## config.mk

```make
export PLATFORM = sky130hd
export DESIGN_NAME = tsig_gate_eval
export DESIGN_NICKNAME = d
export VERILOG_FILES = /design/src/rtl/tsig_pkg.sv /design/src/rtl/tsig_delay_add.sv /design/src/rtl/tsig_gate_core.sv /design/src/rtl/tsig_gate_eval.sv
export SDC_FILE = /design/constraint.sdc
export NUM_CORES = 1
export LEC_CHECK = 0
export BUFFER_PORTS_ARGS = -buffer_cell sky130_fd_sc_hd__buf_2
export CAP_MARGIN = 25
export CORE_ASPECT_RATIO = 1.75
export CORE_MARGIN = 3
export CORE_UTILIZATION = 49
export CTS_CLUSTER_DIAMETER = 80
export DETAILED_ROUTE_END_ITERATION = 10
export HOLD_SLACK_MARGIN = 0.08
export PLACE_DENSITY = 0.71
export SYNTH_ARGS = -nofsm -noshare
export SYNTH_HDL_FRONTEND = slang
export SYNTH_SLANG_ARGS = --single-unit
```

## constraint.sdc

```tcl
create_clock -name clk -period 19.97 [get_ports clk]
set_clock_uncertainty 0.1 [all_clocks]
set_input_delay 3.994 -clock clk [delete_from_list [all_inputs] [get_ports clk]]
set_output_delay 3.994 -clock clk [all_outputs]
set_load 0.05 [all_outputs]
```

## src/rtl/tsig_pkg.sv

```systemverilog
package tsig_pkg;

    parameter int WORD_W = 16;
    localparam int TIME_W = WORD_W - 1;
    localparam logic [TIME_W-1:0] TIME_MAX = {TIME_W{1'b1}};

    typedef struct packed {
        logic              lvl;
        logic [TIME_W-1:0] t;
    } tsig_t;

    typedef enum logic [2:0] {
        GC_NOT   = 3'd0,
        GC_AND   = 3'd1,
        GC_OR    = 3'd2,
        GC_NAND2 = 3'd3,
        GC_OR3   = 3'd4,
        GC_XOR2  = 3'd5
    } gate_code_e;

    typedef enum logic {
        ST_EMPTY = 1'b0,
        ST_FULL  = 1'b1
    } hold_state_e;

    // level complement, time untouched
    function automatic tsig_t sig_inv(tsig_t x);
        tsig_t r;
        r.lvl = ~x.lvl;
        r.t   = x.t;
        return r;
    endfunction

    // worst-case AND: both levels ANDed, latest time wins
    function automatic tsig_t sig_and(tsig_t x, tsig_t y);
        tsig_t r;
        r.lvl = x.lvl & y.lvl;
        r.t   = (x.t > y.t) ? x.t : y.t;
        return r;
    endfunction

    // OR built by De Morgan over the timed AND
    function automatic tsig_t sig_or(tsig_t x, tsig_t y);
        return sig_inv(sig_and(sig_inv(x), sig_inv(y)));
    endfunction

endpackage

```

## src/rtl/tsig_delay_add.sv

```systemverilog
module tsig_delay_add
    import tsig_pkg::*;
#(
    parameter int DELAY = 0
) (
    input  tsig_t sig_in,
    output tsig_t sig_out,
    output logic  sat
);
    localparam int SUM_W = TIME_W + 1;

    generate
        if (DELAY == 0) begin : g_pass
            assign sig_out = sig_in;
            assign sat     = 1'b0;
        end else begin : g_add
            logic [SUM_W-1:0] sum;
            assign sum         = {1'b0, sig_in.t} + SUM_W'(DELAY);
            assign sat         = sum[SUM_W-1];
            assign sig_out.lvl = sig_in.lvl;
            assign sig_out.t   = sum[SUM_W-1] ? TIME_MAX : sum[TIME_W-1:0];
        end
    endgenerate

endmodule

```

## src/rtl/tsig_gate_core.sv

```systemverilog
module tsig_gate_core
    import tsig_pkg::*;
#(
    parameter int NAND_DELAY = 9,
    parameter int OR3_DELAY  = 30,
    parameter int XOR_DELAY  = 35
) (
    input  logic [2:0] code,
    input  tsig_t      a,
    input  tsig_t      b,
    input  tsig_t      c,
    output tsig_t      res,
    output logic       ovf,
    output logic       illegal
);
    tsig_t raw_not, raw_and, raw_or, raw_nand, raw_or3, raw_xor;
    tsig_t dly_nand, dly_or3, dly_xor;
    logic  sat_nand, sat_or3, sat_xor;

    always_comb begin
        raw_not  = sig_inv(a);
        raw_and  = sig_and(a, b);
        raw_or   = sig_or(a, b);
        raw_nand = sig_inv(raw_and);
        raw_or3  = sig_or(raw_or, c);
        raw_xor  = sig_or(sig_and(a, sig_inv(b)), sig_and(sig_inv(a), b));
    end

    tsig_delay_add #(.DELAY(NAND_DELAY)) u_dly_nand (
        .sig_in(raw_nand), .sig_out(dly_nand), .sat(sat_nand));
    tsig_delay_add #(.DELAY(OR3_DELAY)) u_dly_or3 (
        .sig_in(raw_or3), .sig_out(dly_or3), .sat(sat_or3));
    tsig_delay_add #(.DELAY(XOR_DELAY)) u_dly_xor (
        .sig_in(raw_xor), .sig_out(dly_xor), .sat(sat_xor));

    always_comb begin
        res     = a;
        ovf     = 1'b0;
        illegal = 1'b0;
        case (code)
            GC_NOT:   res = raw_not;
            GC_AND:   res = raw_and;
            GC_OR:    res = raw_or;
            GC_NAND2: begin res = dly_nand; ovf = sat_nand; end
            GC_OR3:   begin res = dly_or3;  ovf = sat_or3;  end
            GC_XOR2:  begin res = dly_xor;  ovf = sat_xor;  end
            default:  illegal = 1'b1;
        endcase
    end

endmodule

```

## src/rtl/tsig_gate_eval.sv

```systemverilog
module tsig_gate_eval
    import tsig_pkg::*;
#(
    parameter int NAND_DELAY = 9,
    parameter int OR3_DELAY  = 30,
    parameter int XOR_DELAY  = 35
) (
    input  logic              clk,
    input  logic              rst_n,
    input  logic              in_valid,
    output logic              in_ready,
    input  logic [2:0]        gate_code,
    input  logic [WORD_W-1:0] opnd_a,
    input  logic [WORD_W-1:0] opnd_b,
    input  logic [WORD_W-1:0] opnd_c,
    output logic              out_valid,
    input  logic              out_ready,
    output logic [WORD_W-1:0] out_word,
    output logic              out_ovf,
    output logic              out_illegal
);
    hold_state_e state_q, state_d;
    tsig_t       core_res, res_q;
    logic        core_ovf, core_ill, ovf_q, ill_q;
    logic        accept;

    tsig_gate_core #(
        .NAND_DELAY(NAND_DELAY),
        .OR3_DELAY (OR3_DELAY),
        .XOR_DELAY (XOR_DELAY)
    ) u_core (
        .code   (gate_code),
        .a      (tsig_t'(opnd_a)),
        .b      (tsig_t'(opnd_b)),
        .c      (tsig_t'(opnd_c)),
        .res    (core_res),
        .ovf    (core_ovf),
        .illegal(core_ill)
    );

    assign accept = in_valid && in_ready;

    // next-state: T_LOAD, T_REFILL, T_STALL, T_DRAIN, T_IDLE
    always_comb begin
        state_d = state_q;
        unique case (state_q)
            ST_EMPTY: if (accept) state_d = ST_FULL;
            ST_FULL:  if (out_ready && !accept) state_d = ST_EMPTY;
            default:  state_d = ST_EMPTY;
        endcase
    end

    always_ff @(posedge clk) begin
        if (!rst_n) state_q <= ST_EMPTY;
        else        state_q <= state_d;
    end

    // outputs: handshake decode and result holding register
    always_comb begin
        in_ready  = (state_q == ST_EMPTY) || out_ready;
        out_valid = (state_q == ST_FULL);
    end

    always_ff @(posedge clk) begin
        if (!rst_n) begin
            res_q <= '0;
            ovf_q <= 1'b0;
            ill_q <= 1'b0;
        end else if (accept) begin
            res_q <= core_res;
            ovf_q <= core_ovf;
            ill_q <= core_ill;
        end
    end

    assign out_word    = res_q;
    assign out_ovf     = ovf_q;
    assign out_illegal = ill_q;

endmodule

```

# Yosys cells after proc, flatten, opt, wreduce, memory -nomap -nowiden

Cells that the tools add are included.

Mux-type cells: 11
$lt $le $gt $ge: 2
Bitwise operators: 16
Eq/ne operators: 5
Add/sub/neg operators: 3
Reductions and logical operators: 6

Operators with widths:

| cell                  | number |
|---|---|
| $pmux 16 s6           | 1 |
| $mux 15               | 5 |
| $gt 15x15->1          | 2 |
| $add 15x4->16 const B | 1 |
| $add 15x5->16 const B | 1 |
| $add 15x6->16 const B | 1 |
| $not 1->1             | 10 |
| $and 1x1->1           | 6 |
| $eq 3x2->1 const B    | 2 |
| $eq 3x3->1 const B    | 2 |
| $reduce_or 6->1       | 1 |
| $eq 3x1->1 const B    | 1 |
| $logic_not 3->1       | 1 |
| $mux 1                | 3 |
| $pmux 1 s3            | 1 |
| $logic_and 1x1->1     | 2 |
| $pmux 1 s2            | 1 |
| $logic_not 1->1       | 1 |
| $logic_or 1x1->1      | 1 |

Word-level logic and storage cells: 48
Input port bits: 55
Register bits after elaboration: 19

# Longest topological paths before layout

Gate-level depths: netlist (run 1).

Depth after elaboration: 7
Mapped depth: 29

# Modules after synthesis

Synthesis (run 1) repeated with hierarchy kept, for this count alone.

Cells, all modules: 525
Area total of the unflattened synthesis: 3976.3 sq um

By module, submodules not included:

| module                              | seq. area each (sq um) | cells an instance | times used | area an instance (sq um) |
|---|---|---|---|---|
| tsig_gate_core                      | 0.0                    | 272               | 1          | 2060.7 |
| tsig_gate_eval                      | 380.4                  | 83                | 1          | 787.0 |
| tsig_delay_add at u_core.u_dly_or3  | 0.0                    | 58                | 1          | 389.1 |
| tsig_delay_add at u_core.u_dly_xor  | 0.0                    | 56                | 1          | 374.1 |
| tsig_delay_add at u_core.u_dly_nand | 0.0                    | 56                | 1          | 365.4 |

# Worst setup path before layout (run 1)

No wires, ideal clock.

Kind: input-to-reg
Start: in opnd_b[5]
End: reg res_q, in the netlist out_word[1]
Required time: 19812 ps
Buffers on the path: 3
Setup time: 58 ps
Stages on the path: 25
Setup slack: 10548 ps
Data arrival time: 9264 ps
Path through: inv_1 -> ha_1 -> nand4_2 -> a21oi_1 -> o21ai_2 -> a21oi_4 -> buf_2 -> mux2i_1 -> inv_1 -> ha_1 -> a21oi_1 -> o21ai_1 -> a2111oi_4 -> a21oi_1 -> clkbuf_1 -> buf_1 -> a21oi_1 -> ha_1 -> nor3b_1 -> mux2i_1 -> nand4_1 -> and2_1 -> or3_1 -> a211oi_1 -> o21a_1

Longest elaborated chain between the ends: 7
Elaborated cells on any way between the ends: 11

Ends and longest elaborated chain:

| element              | RTL line             | RTL |
|---|---|---|
| from (decl)          | tsig_gate_eval.sv:14 | `input logic [WORD_W-1:0] opnd_b,` |
| $gt 15x15->1         | tsig_pkg.sv:38       | `r.t = (x.t > y.t) ? x.t : y.t;` |
| $mux 15 *            | tsig_pkg.sv:38       |  |
| $gt 15x15->1         | tsig_pkg.sv:38       |  |
| $mux 15              | tsig_pkg.sv:38       |  |
| $add 15x5->16        | tsig_delay_add.sv:18 | `assign sum = {1'b0, sig_in.t} + SUM_W'(DELAY);` |
| $mux 15              | tsig_delay_add.sv:21 | `assign sig_out.t = sum[SUM_W-1] ? TIME_MAX : sum[TIME_W-1:0];` |
| $pmux 16 s6 *        | tsig_gate_core.sv:40 | `case (code)` |
| to (signal assigned) | tsig_gate_eval.sv:70 | `res_q <= core_res;` |
| to (decl)            | tsig_gate_eval.sv:23 | `tsig_t core_res, res_q;` |

Every way passes the cells marked *; elsewhere a longest branch is shown, timed or not.
A chain may end at the register's enable or synchronous reset.

# Worst setup path in the final report (run 1)

Start: in opnd_b[6]
End: reg res_q, in the netlist out_word[3]

The elaborated chain is that of the path after synthesis.

==> results of run 1 <==
[path summary, 6_finish.rpt]
path,from,cells after the start,end
worst max register to register,out_valid,6,out_word[9]
worst max-delay path,opnd_b[6],24,out_word[3]
worst min-delay path,out_word[2],2,out_word[2]
worst min register to register,out_word[2],2,out_word[2]
[sequential cells by signal (all words and copies together), names as in the netlist]
name / cells
out_illegal: 1
out_ovf: 1
out_valid: 1
out_word: 16
[cells by family after synthesis]
| kind of cell | Yosys count | share of synthesized area |
|---|---|---|
| mux | 26 | 0.0651 |
| simple gates | 248 | 0.278 |
| xor+xnor | 28 | 0.0573 |
| compound gates | 202 | 0.325 |
| buf+inv | 88 | 0.0833 |
| flops | 19 | 0.0888 |
| fa+ha+maj | 35 | 0.102 |
[cell type report]
| cell class | count | share of cell area |
|---|---|---|
| inverters | 51 | 0.0402 |
| clock buffers | 4 | 0.0166 |
| multi-input cells | 539 | 0.746 |
| repair buffers | 80 | 0.0873 |
| flip-flops and latches | 19 | 0.0799 |
| well taps | 115 | 0.0302 |
[critical path: cells and delay by family]
family / cells / cell delay, ns
AOI/OAI and AO/OA: 9 / 1.80
and+or+nand+nor: 5 / 1.53
muxes: 2 / 1.02
buffers and inverters: 5 / 0.98
adders and majority gates: 3 / 0.98
[placed cells by master (no fill, tap or decap), types with 7 or more instances in the layout]
master / n
inv_1: 50
o211ai_1: 14
a31oi_1: 17
o21ai_0: 29
o221ai_1: 7
mux2i_1: 20
nor2_1: 48
o21ai_1: 8
a211oi_1: 9
dfxtp_1: 19
a21oi_1: 54
or3_1: 13
nand2_1: 90
xnor2_1: 23
nor4_1: 9
nor3_1: 17
buf_2: 74
nand4_1: 14
ha_1: 35
nand3_1: 26
[synth_stat cells, drive strengths merged (18+ instances only)]
cell     n
a31oi   18
nand3   26
ha      35
clkbuf  26
a21oi   59
nand2   90
o21ai   40
mux2i   21
dfxtp   19
nor3    18
inv     51
nor2    49
xnor2   23
[stage by stage]
stage	power [W]	hold WS, ns	cell area (um2)	util	setup slack (ns)
detailed placement	0.000196	0.352	4680	0.556	9.52
global route	0.000255	0.385	4760	0.565	9.32
finish	0.000242	0.355	4760	0.565	9.65
CTS	0.000238	0.359	4760	0.565	9.78
floorplan	0.000151	0.570	4280	-	10.55
global placement	0.000195	0.345	4680	0.556	9.64
[layer usage]
metal | track usage | routed length (um) | up-vias | part of all wire
li1 | - | - | 2470 | -
met1 | 0.406 | 6460 | 2443 | 0.35
met2 | 0.639 | 8970 | 361 | 0.48
met3 | 0.0410 | 1620 | 91 | 0.087
met4 | 0.297 | 1580 | 0 | 0.085
met5 | 0 | 0 | - | 0
[power groups by stage]
stage               Sequential [W]  Clock (W)  Combinational (W)
floorplan                0.0000539          0          0.0000966
global placement         0.0000434          0           0.000151
detailed placement       0.0000434          0           0.000153
CTS                      0.0000426  0.0000422           0.000154
global route             0.0000430  0.0000443           0.000168
finish                   0.0000426  0.0000420           0.000158
==> impl_results.md, run 1 <==
- Status: finished clean
- Synth unique cells: 72
- Leak pwr: about 2.0 nW
- Synth Flop Type: dfxtp_1
- Non-filler cells, final: just over 800
- Worst-skew pair later-pin latency: roughly 0.25 ns
- Placed wire-length estimate: around 15,000 um
- Full die area: around 9900 um2
- Post-Place Cells: 804
- Max transition margin: 0.373
- Cell taking the most area after synthesis: ha_1
- CP Class: primary input to flip-flop
- Final Hold Viols: 0
- Gr ovfl total: 0
- Post-synth EDFFs: 0
- Max Cap Viol: 0
- Worst Setup Start Kind: primary input
- Pin count of the biggest net entering global routing: between 40 and 50
- Antenna violations before repair: 0
- Chip Height: roughly 130 um
- Layout cells sized above 1: 0.157
- Drt wl/cell: around 23 um
- PortBufs: between 70 and 80
- Final GP Congestion: 1.07
- Final WL: 18,600 um
- Synth Warn #: 0
- Starting Density: 0.508
- Reg power frac: 0.176
- Core Footprint: about 8400 um2
- Area occupied by multi-input gates: 3550 um2
- Setup_tns: 0 ns
- Fin crit share: 0.517
- CTS tree: done
- Fillers: slightly below 900
- Syn_nets: 736
- CTS H-tree lvls: 1
- Cell Area, Synth: between 4000 and 5000 um2
- Achievable Freq: 96.9 MHz
- Chip width: 76.7 um
- Final Setup Violations: 0
- Combinational fraction of design power: 0.651
- Slew Viols, Final: 0
- Synth top area cells: ha_1 10%, dfxtp_1 8.9%, nand2_1 7.9%, a21oi_1 6.4%, xnor2_1 4.7%
- Fin crit period: between 10 and 15 ns
- Inserted Clock Buffers: 3
- Mapped Cells: between 600 and 700
- Max stage delay on crit path: about 0.82 ns
- Net Sw Power: 0.000122 W
- ANT nets after route: 0
- RSZ-0062 raised after global routing: false
- CTS clk-pin slew, worst paths: around 0.05 ns
- CP Cell Sequence: buf_2 -> inv_1 -> ha_1 -> a21oi_1 -> o21ai_1 -> o21a_2 -> o21ai_4 -> buf_4 -> mux2i_1 -> inv_1 -> ha_1 -> nand4_1 -> o41ai_1 -> a21oi_2 -> buf_4 -> a21oi_1 -> ha_1 -> nor3b_1 -> mux2i_1 -> nand4_1 -> a211oi_1 -> or3_1 -> nor2_1 -> a31oi_1
- Worst Tran Pin Value: 0.914 ns
- DRC Markers: 0
- Vias post-DR: about 5,400
- Clk pwr share: 0.173
- CP Capture Type: flip-flop
- I/O pins: 75
- Mapped Avg Cell Area: between 6 and 7 um2
- CP max-delay cell: mux2i_1
- Row Count: between 40 and 50
- GRT Util Overall: 0.369
- Post-synthesis sequential area ratio: 0.0888
- Fin nets: 784
- Proportion of netlist area held by the largest area contributor: 0.102
- First-pass GRT wire length: 28,300 um
- Postcts setup bufs: 0
- Required @ worst endpoint: between 15 and 20 ns
- Worst reg2reg setup slack: 17.85 ns
- Ant. Diodes: 0
- Worst ir drop on vdd: 0.0000410 V
- Sw Ratio: 0.505
- Max FO, Critical Path: 35
- FFs w/ async S/R, synth: 0
- Vias in the first global route: 5,126
- HP Class: flip-flop to flip-flop
- Bufs on Longest Clock Path: 2
- Post-CTS Resized: 0
- Via density: roughly 6.6
- Area delta synth->final: 11.1%
- Crit-path most repeated cell: ha_1
- Hold bufs inserted after CTS: 0
- Arrival @ worst endpoint: 10.33 ns
- CTS root buf: clkbuf_16
- Pre-antenna DRT Iters: 6
- P_int: between 0.0001 and 0.00015 W
- FF/Latch Area: ~380 um2
- Yosys reg bits: 19
- Total clock sinks: 19
- Pwr dens: ~51 nW/um2
- Initial DRC count: 620
No activity file was read; power rests on OpenSTA's default activity.
==> inputs of run 2 (changes only) <==
Settings changed: ABC_AREA set to 1.
Clock period 19.97 ns to 9.82 ns, I/O delays scaled along.
==> impl_results.md, run 2 <==
- Most common cell after layout, fill and taps aside: nand2_1 (unchanged)
- Worst reg2reg startpoint: out_valid (unchanged)
- RSZ-0062 raised after global routing: false (unchanged)
- CTS clk-pin slew, worst paths: 0.05 ns (about the same)
- CP max-delay cell: nand2_1 (was mux2i_1)
- Slew Viols, Final: 0 (unchanged)
- Max FO, Critical Path: 22 (was 35)
- Synth top area cells: nand2_1 22%, ha_1 10%, nand3_1 9.5%, inv_1 9.0%, dfxtp_1 9.0% (was ha_1 10%, dfxtp_1 8.9%, nand2_1 7.9%, a21oi_1 6.4%, xnor2_1 4.7%)
- Mapped Cells: 755 (was 646)
- Global-route met2 utilization: 0.532 (was 0.639)
- Cell Area, Synth: 4230 um2 (was 4280 um2)
- HP Class: flip-flop to flip-flop (unchanged)
- CTS root buf: clkbuf_16 (unchanged)
- Gr ovfl total: 0 (unchanged)
- Vias in the first global route: 4,819 (was 5,126)
- Cell taking the most area after synthesis: nand2_1 (was ha_1)
- Post-synthesis simple-gate area fraction: 0.539 (was 0.278)
- Total power: 0.000512 W (was 0.000242 W)
- Synth cell count leaders: 249 x nand2_1, 102 x inv_1, 80 x nand3_1, 51 x a21oi_1, 50 x nor2_1 (was 90 x nand2_1, 55 x a21oi_1, 50 x inv_1, 48 x nor2_1, 35 x ha_1)
- Post-Place Cells: 927 (was 804)
- CTS H-tree lvls: 1 (unchanged)
- Achievable Freq: 144 MHz
- Worst-skew pair later-pin latency: 0.25 ns (about the same)
- Mux contribution to synthesized area: 0 (was 0.0651)
- Number of flip-flops in the largest register: 16 (unchanged)
- First-pass GRT wire length: 23,300 um (was 28,300 um)
- Placed wire-length estimate: 12,000 um (was 15,000 um)
- Hold endpoint: out_word[6] (was out_word[2])
- Area delta synth->final: 12.1% (was 11.1%)
- Worst reg2reg setup slack: 8.17 ns (was 17.85 ns)
- DRC Markers: 0 (unchanged)
- Hold_ws: 0.357 ns (was 0.355 ns)
- Worst Hold Path Cells: 2 (unchanged)
- Pre-antenna DRT Iters: 5 (was 6)
- Bufs on Longest Clock Path: 2 (unchanged)
- Fin nets: 908 (was 784)
- Synth unique cells: 46 (was 72)
- Most frequent cells in the layout: 249 x nand2_1, 102 x inv_1, 80 x nand3_1 (was 90 x nand2_1, 74 x buf_2, 54 x a21oi_1)
- Fin crit share: 0.707
- Antenna violations before repair: 0 (unchanged)
- Post-synth EDFFs: 0 (unchanged)
- RR Endpoint: out_word[10] (was out_word[9])
- Vias post-DR: 5,096 (was 5,365)
- Proportion of netlist area held by the largest area contributor: 0.221 (was 0.102)
- Worst Tran Pin Value: 0.683 ns (was 0.914 ns)
- Setup_tns: 0 ns (unchanged)
- Xor/xnor share of the synthesized area: 0.00621 (was 0.0573)
- Via density: 5.47 (was 6.64)
- Worst ir drop on vdd: 0.0000970 V (was 0.0000410 V)
- Pwr dens: 108 nW/um2 (was 50.9 nW/um2)
- Adder-cell share of the synthesized area: 0.103 (was 0.102)
- Arrival @ worst endpoint: 6.97 ns (was 10.33 ns)
- Layout cells sized above 1: 0.197 (was 0.157)
- CP Class: primary input to flip-flop (unchanged)
- Status: finished clean (unchanged)
- Final Setup Violations: 0 (unchanged)
- CP Capture Type: flip-flop (unchanged)
- Worst Setup Start Kind: primary input (unchanged)
- Chip width: 76.3 um (was 76.7 um)
- Compound-Gate Fraction of Synth Area: 0.136 (was 0.325)
- Syn_nets: 845 (was 736)
- Core Footprint: 8370 um2 (was 8420 um2)
- Leak pwr: 2.66 nW (was 2.04 nW)
- Inserted Clock Buffers: 3 (unchanged)
- Chip Height: 129 um (was 130 um)
- Drt wl/cell: 15.5 um (was 23.1 um)
- PortBufs: 74 (unchanged)
- Crit-path most repeated cell: nand2_1 (was ha_1)
- Yosys reg bits: 19 (unchanged)
- GRT Util Overall: 0.294 (was 0.369)
- Mapped Avg Cell Area: 5.61 um2 (was 6.63 um2)
- Synth Warn #: 0 (unchanged)
- Postcts setup bufs: 0 (unchanged)
- Pin count of the biggest net entering global routing: 36 (was 43)
- Starting Density: 0.506 (was 0.508)
- CTS tree: done (unchanged)
- Reg2Reg Depth: 6 (unchanged)
- Row Count: 44 (unchanged)
- Max transition margin: 0.544 (was 0.373)
- Full die area: 9830 um2 (was 9940 um2)
- Final WL: 14,400 um (was 18,600 um)
- Fin crit period: 6.94 ns
- Final Hold Viols: 0 (unchanged)
- Most numerous cell in the Yosys netlist: nand2_1 (unchanged)
- Post-synthesis sequential area ratio: 0.0899 (was 0.0888)
- Max Cap Viol: 0 (unchanged)
- CP startpoint: opnd_a[14] (was opnd_b[6])
- WP buf/inv: 2 (was 5)
- Max stage delay on crit path: 0.52 ns (was 0.82 ns)
- Initial DRC count: 320 (was 620)
- M1 GR Usage: 0.334 (was 0.406)
- Required @ worst endpoint: 9.85 ns (was 19.98 ns)
- Ant. Diodes: 0 (unchanged)
- I/O pins: 75 (unchanged)
- Hold bufs inserted after CTS: 0 (unchanged)
- GRT Max-Usage Layer: met2 (unchanged)
- Crit path max-delay family: simple AND/OR/NAND/NOR gates (was compound AO/OA/AOI/OAI gates)
- Synth Flop Type: dfxtp_1 (unchanged)
- Met3 Use GR: 0.0210 (was 0.0410)
- Final GP Congestion: 1.03 (was 1.07)
- Non-filler cells, final: 932 (was 808)
- Largest family of logic cells by synthesized area: simple AND/OR/NAND/NOR gates (was compound AO/OA/AOI/OAI gates)
- Total clock sinks: 19 (unchanged)
- Post-CTS Resized: 0 (unchanged)
- ANT nets after route: 0 (unchanged)
- FFs w/ async S/R, synth: 0 (unchanged)
- Hold_sp: out_word[6] (was out_word[2])
run 2: kinds of logic (layout without fill, tap and decap cells):
logic type | after synthesis | in the layout
DFF | 19 | 19
adders and majority gates | 35 | 35
AOI/OAI and AO/OA | 98 | 98
xor gates and xnor gates | 3 | 3
buffers and inverters | 132 | 194
and+or+nand+nor | 468 | 468
run 2: worst max-delay path by stage:
| stage | cells past startpoint | slack (ns) | endpoint |
|---|---|---|---|
| 2_1_floorplan | 33 | 4.26 | out_word[10] |
| 3_3_place_gp | 27 | 2.72 | out_word[0] |
| 3_5_place_dp | 28 | 2.66 | out_word[0] |
| 4_1_cts | 31 | 2.92 | out_word[0] |
| 5_1_grt | 30 | 2.46 | out_word[0] |
| 6_report | 30 | 2.88 | out_word[0] |
run 2: layout make-up:
type / instances / area (um2)
Fill cell: 929 / 3620
Inverter: 113 / 424
Tap cell: 115 / 144
Timing Repair Buffer: 77 / 400
Sequential cell: 19 / 380
Multi-Input combinational cell: 604 / 3320
Clock buffer: 4 / 78.8
run 2: layer usage:
metal,vias to the layer above,routed length (um)
met2,200,7260
met5,-,0
li1,2567,-
met1,2278,5670
met4,0,779
met3,51,710
run 2: tightest hold or removal path, cell delays in order (launching register included):
cell     delay [ns]
dfxtp_1        0.30
nand2_1        0.06
a21oi_1        0.05
run 2: metrics by stage:
step / instance area [um2] / utilization / setup WS (ns)
floorplan: 4230 / - / 4.26
global placement: 4650 / 0.556 / 2.72
detailed placement: 4650 / 0.556 / 2.66
CTS: 4730 / 0.565 / 2.92
global route: 4750 / 0.567 / 2.46
finish: 4750 / 0.567 / 2.88
run 2: power by group:
group | switching (W) | total (W) | leakage (nW) | internal, W
Combinational | 0.000242 | 0.000343 | 2.46 | 0.000101
Clock | 0.0000277 | 0.0000829 | 0.0382 | 0.0000552
Sequential | 0.00000287 | 0.0000863 | 0.156 | 0.0000834
Total | 0.000272 | 0.000512 | 2.66 | 0.000239
==> inputs of run 3 (changes only) <==
Settings changed: PLACE_DENSITY 0.71 to 0.74.
Clock period 9.82 ns to 6.3 ns, I/O delays scaled along.
==> impl_results.md, run 3 (same netlist as run 2, synthesis figures left out) <==
- Full die area: 9830 um2 (unchanged)
- Row Count: 44 (unchanged)
- Bufs on Longest Clock Path: 2 (unchanged)
- Required @ worst endpoint: 6.32 ns (was 9.85 ns)
- RSZ-0062 raised after global routing: false (unchanged)
- Fin crit share: 0.926
- Fillers: 950 (was 929)
- First-pass GRT wire length: 24,000 um (was 23,300 um)
- GRT Util Overall: 0.304 (was 0.294)
- Vias in the first global route: 4,965 (was 4,819)
- Setup_tns: 0 ns (unchanged)
- Most frequent cells in the layout: 249 x nand2_1, 102 x inv_1, 80 x nand3_1 (unchanged)
- Final GP Congestion: 0.999 (was 1.03)
- Max FO, Critical Path: 12 (was 22)
- Drt wl/cell: 15.9 um (was 15.5 um)
- Post-CTS Resized: 0 (unchanged)
- CTS clk-pin slew, worst paths: 0.05 ns (about the same)
- Worst reg2reg startpoint: out_valid (unchanged)
- Starting Density: 0.506 (unchanged)
- WP buf/inv: 3 (was 2)
- CTS tree: done (unchanged)
- Status: finished clean (unchanged)
- Max Cap Viol: 0 (unchanged)
- Crit-path most repeated cell: nand2_1 (unchanged)
- RR Endpoint: out_word[4] (was out_word[10])
- CP Capture Type: flip-flop (unchanged)
- Final WS setup: 0.466 ns (was 2.88 ns)
- Pwr dens: 169 nW/um2 (was 108 nW/um2)
- Pre-CTS setup slack: 0.170 ns (was 2.66 ns)
- HP Class: flip-flop to flip-flop (unchanged)
- ANT nets after route: 0 (unchanged)
- Chip width: 76.3 um (unchanged)
- Fin nets: 912 (was 908)
- Inserted Clock Buffers: 3 (unchanged)
- CTS H-tree lvls: 1 (unchanged)
- Max transition margin: 0.625 (was 0.544)
- Via density: 5.55 (was 5.47)
- Leak pwr: 2.67 nW (was 2.66 nW)
- Initial DRC count: 342 (was 320)
- Arrival @ worst endpoint: 5.86 ns (was 6.97 ns)
- CTS root buf: clkbuf_16 (unchanged)
- Worst ir drop on vdd: 0.000129 V (was 0.0000970 V)
- Placed wire-length estimate: 12,600 um (was 12,000 um)
- Core Footprint: 8370 um2 (unchanged)
- Final Hold Viols: 0 (unchanged)
- Postcts setup bufs: 0 (unchanged)
- Crit path max-delay family: simple AND/OR/NAND/NOR gates (unchanged)
- Pin count of the biggest net entering global routing: 36 (unchanged)
- PortBufs: 74 (unchanged)
- Final Setup Violations: 0 (unchanged)
- Worst reg2reg setup slack: 4.79 ns (was 8.17 ns)
- Worst Setup Start Kind: primary input (unchanged)
- Pre-antenna DRT Iters: 6 (was 5)
- I/O pins: 75 (unchanged)
- Area delta synth->final: 12.8% (was 12.1%)
- CP max-delay cell: o21ai_2 (was nand2_1)
- Most common cell after layout, fill and taps aside: nand2_1 (unchanged)
- Antenna violations before repair: 0 (unchanged)
- Max stage delay on crit path: 0.34 ns (was 0.52 ns)
- Hold_sp: out_word[9] (was out_word[6])
- Achievable Freq: 171 MHz
- Final WL: 14,900 um (was 14,400 um)
- Layout cells sized above 1: 0.201 (was 0.197)
- Reg2Reg Depth: 6 (unchanged)
- FF/Latch Area: 380 um2 (unchanged)
- Hold bufs inserted after CTS: 0 (unchanged)
- Total clock sinks: 19 (unchanged)
- Area occupied by multi-input gates: 3320 um2 (unchanged)
- Vias post-DR: 5,195 (was 5,096)
- Gr ovfl total: 0 (unchanged)
- Hold endpoint: out_word[9] (was out_word[6])
- Number of flip-flops in the largest register: 16 (unchanged)
- Worst Tran Pin Value: 0.559 ns (was 0.683 ns)
- Chip Height: 129 um (unchanged)
- DRC Markers: 0 (unchanged)
- Worst-skew pair later-pin latency: 0.25 ns (about the same)
- Ant. Diodes: 0 (unchanged)
- CP Class: primary input to flip-flop (unchanged)
- Slew Viols, Final: 0 (unchanged)
- Worst Hold Path Cells: 2 (unchanged)
- Fin crit period: 5.83 ns
-- run 3: per-stage QoR --
stage               instance area, um2  power (W)  hold WS, ns  instances  utilization
floorplan                         4230   0.000529        0.590        755            -
global placement                  4680   0.000663        0.350        931        0.560
detailed placement                4680   0.000671        0.352        931        0.560
CTS                               4760   0.000802        0.360        935        0.569
global route                      4780   0.000872        0.378        936        0.571
finish                            4780   0.000807        0.359        936        0.571
-- run 3: routing by layer --
| metal | part of all wire | vias up | track usage |
|---|---|---|---|
| met5 | 0 | - | 0 |
| met4 | 0.061 | 0 | 0.185 |
| met3 | 0.059 | 69 | 0.0245 |
| met2 | 0.50 | 255 | 0.557 |
| met1 | 0.38 | 2306 | 0.339 |
| li1 | - | 2565 | - |
-- run 3: area by class of cell --
class / instances / share of cell area
timing repair buffer: 81 / 0.0901
sequential: 19 / 0.0796
tap: 115 / 0.0301
multi-input combinational: 604 / 0.695
inverter: 113 / 0.0888
clock buffer: 4 / 0.0165
-- run 3: worst register-to-register path, stage by stage (launching register included) --
cell	delay [ns]
dfxtp_1	0.30
nand2_1	0.09
nand2_1	0.30
buf_8	0.28
a21oi_1	0.14
nand2_1	0.08
a21oi_1	0.13
-- run 3: worst max path at each step --
stage                          start           end  slack [ns]  cells after the start
after floorplan           opnd_b[14]  out_word[10]        1.45                     33
after global placement    opnd_a[14]   out_word[0]        0.27                     29
after detailed placement  opnd_a[14]   out_word[0]        0.17                     29
after CTS                 opnd_a[14]   out_word[0]        0.42                     29
after global routing      opnd_b[14]   out_word[0]        0.07                     30
final                     opnd_a[14]   out_word[0]        0.47                     29
-- run 3: report_power, final --
group	internal [W]	leakage [nW]	total [W]	switching (W)
logic	0.000162	2.48	0.000544	0.000382
clock network	0.0000860	0.0382	0.000129	0.0000430
registers	0.000130	0.156	0.000134	0.00000422
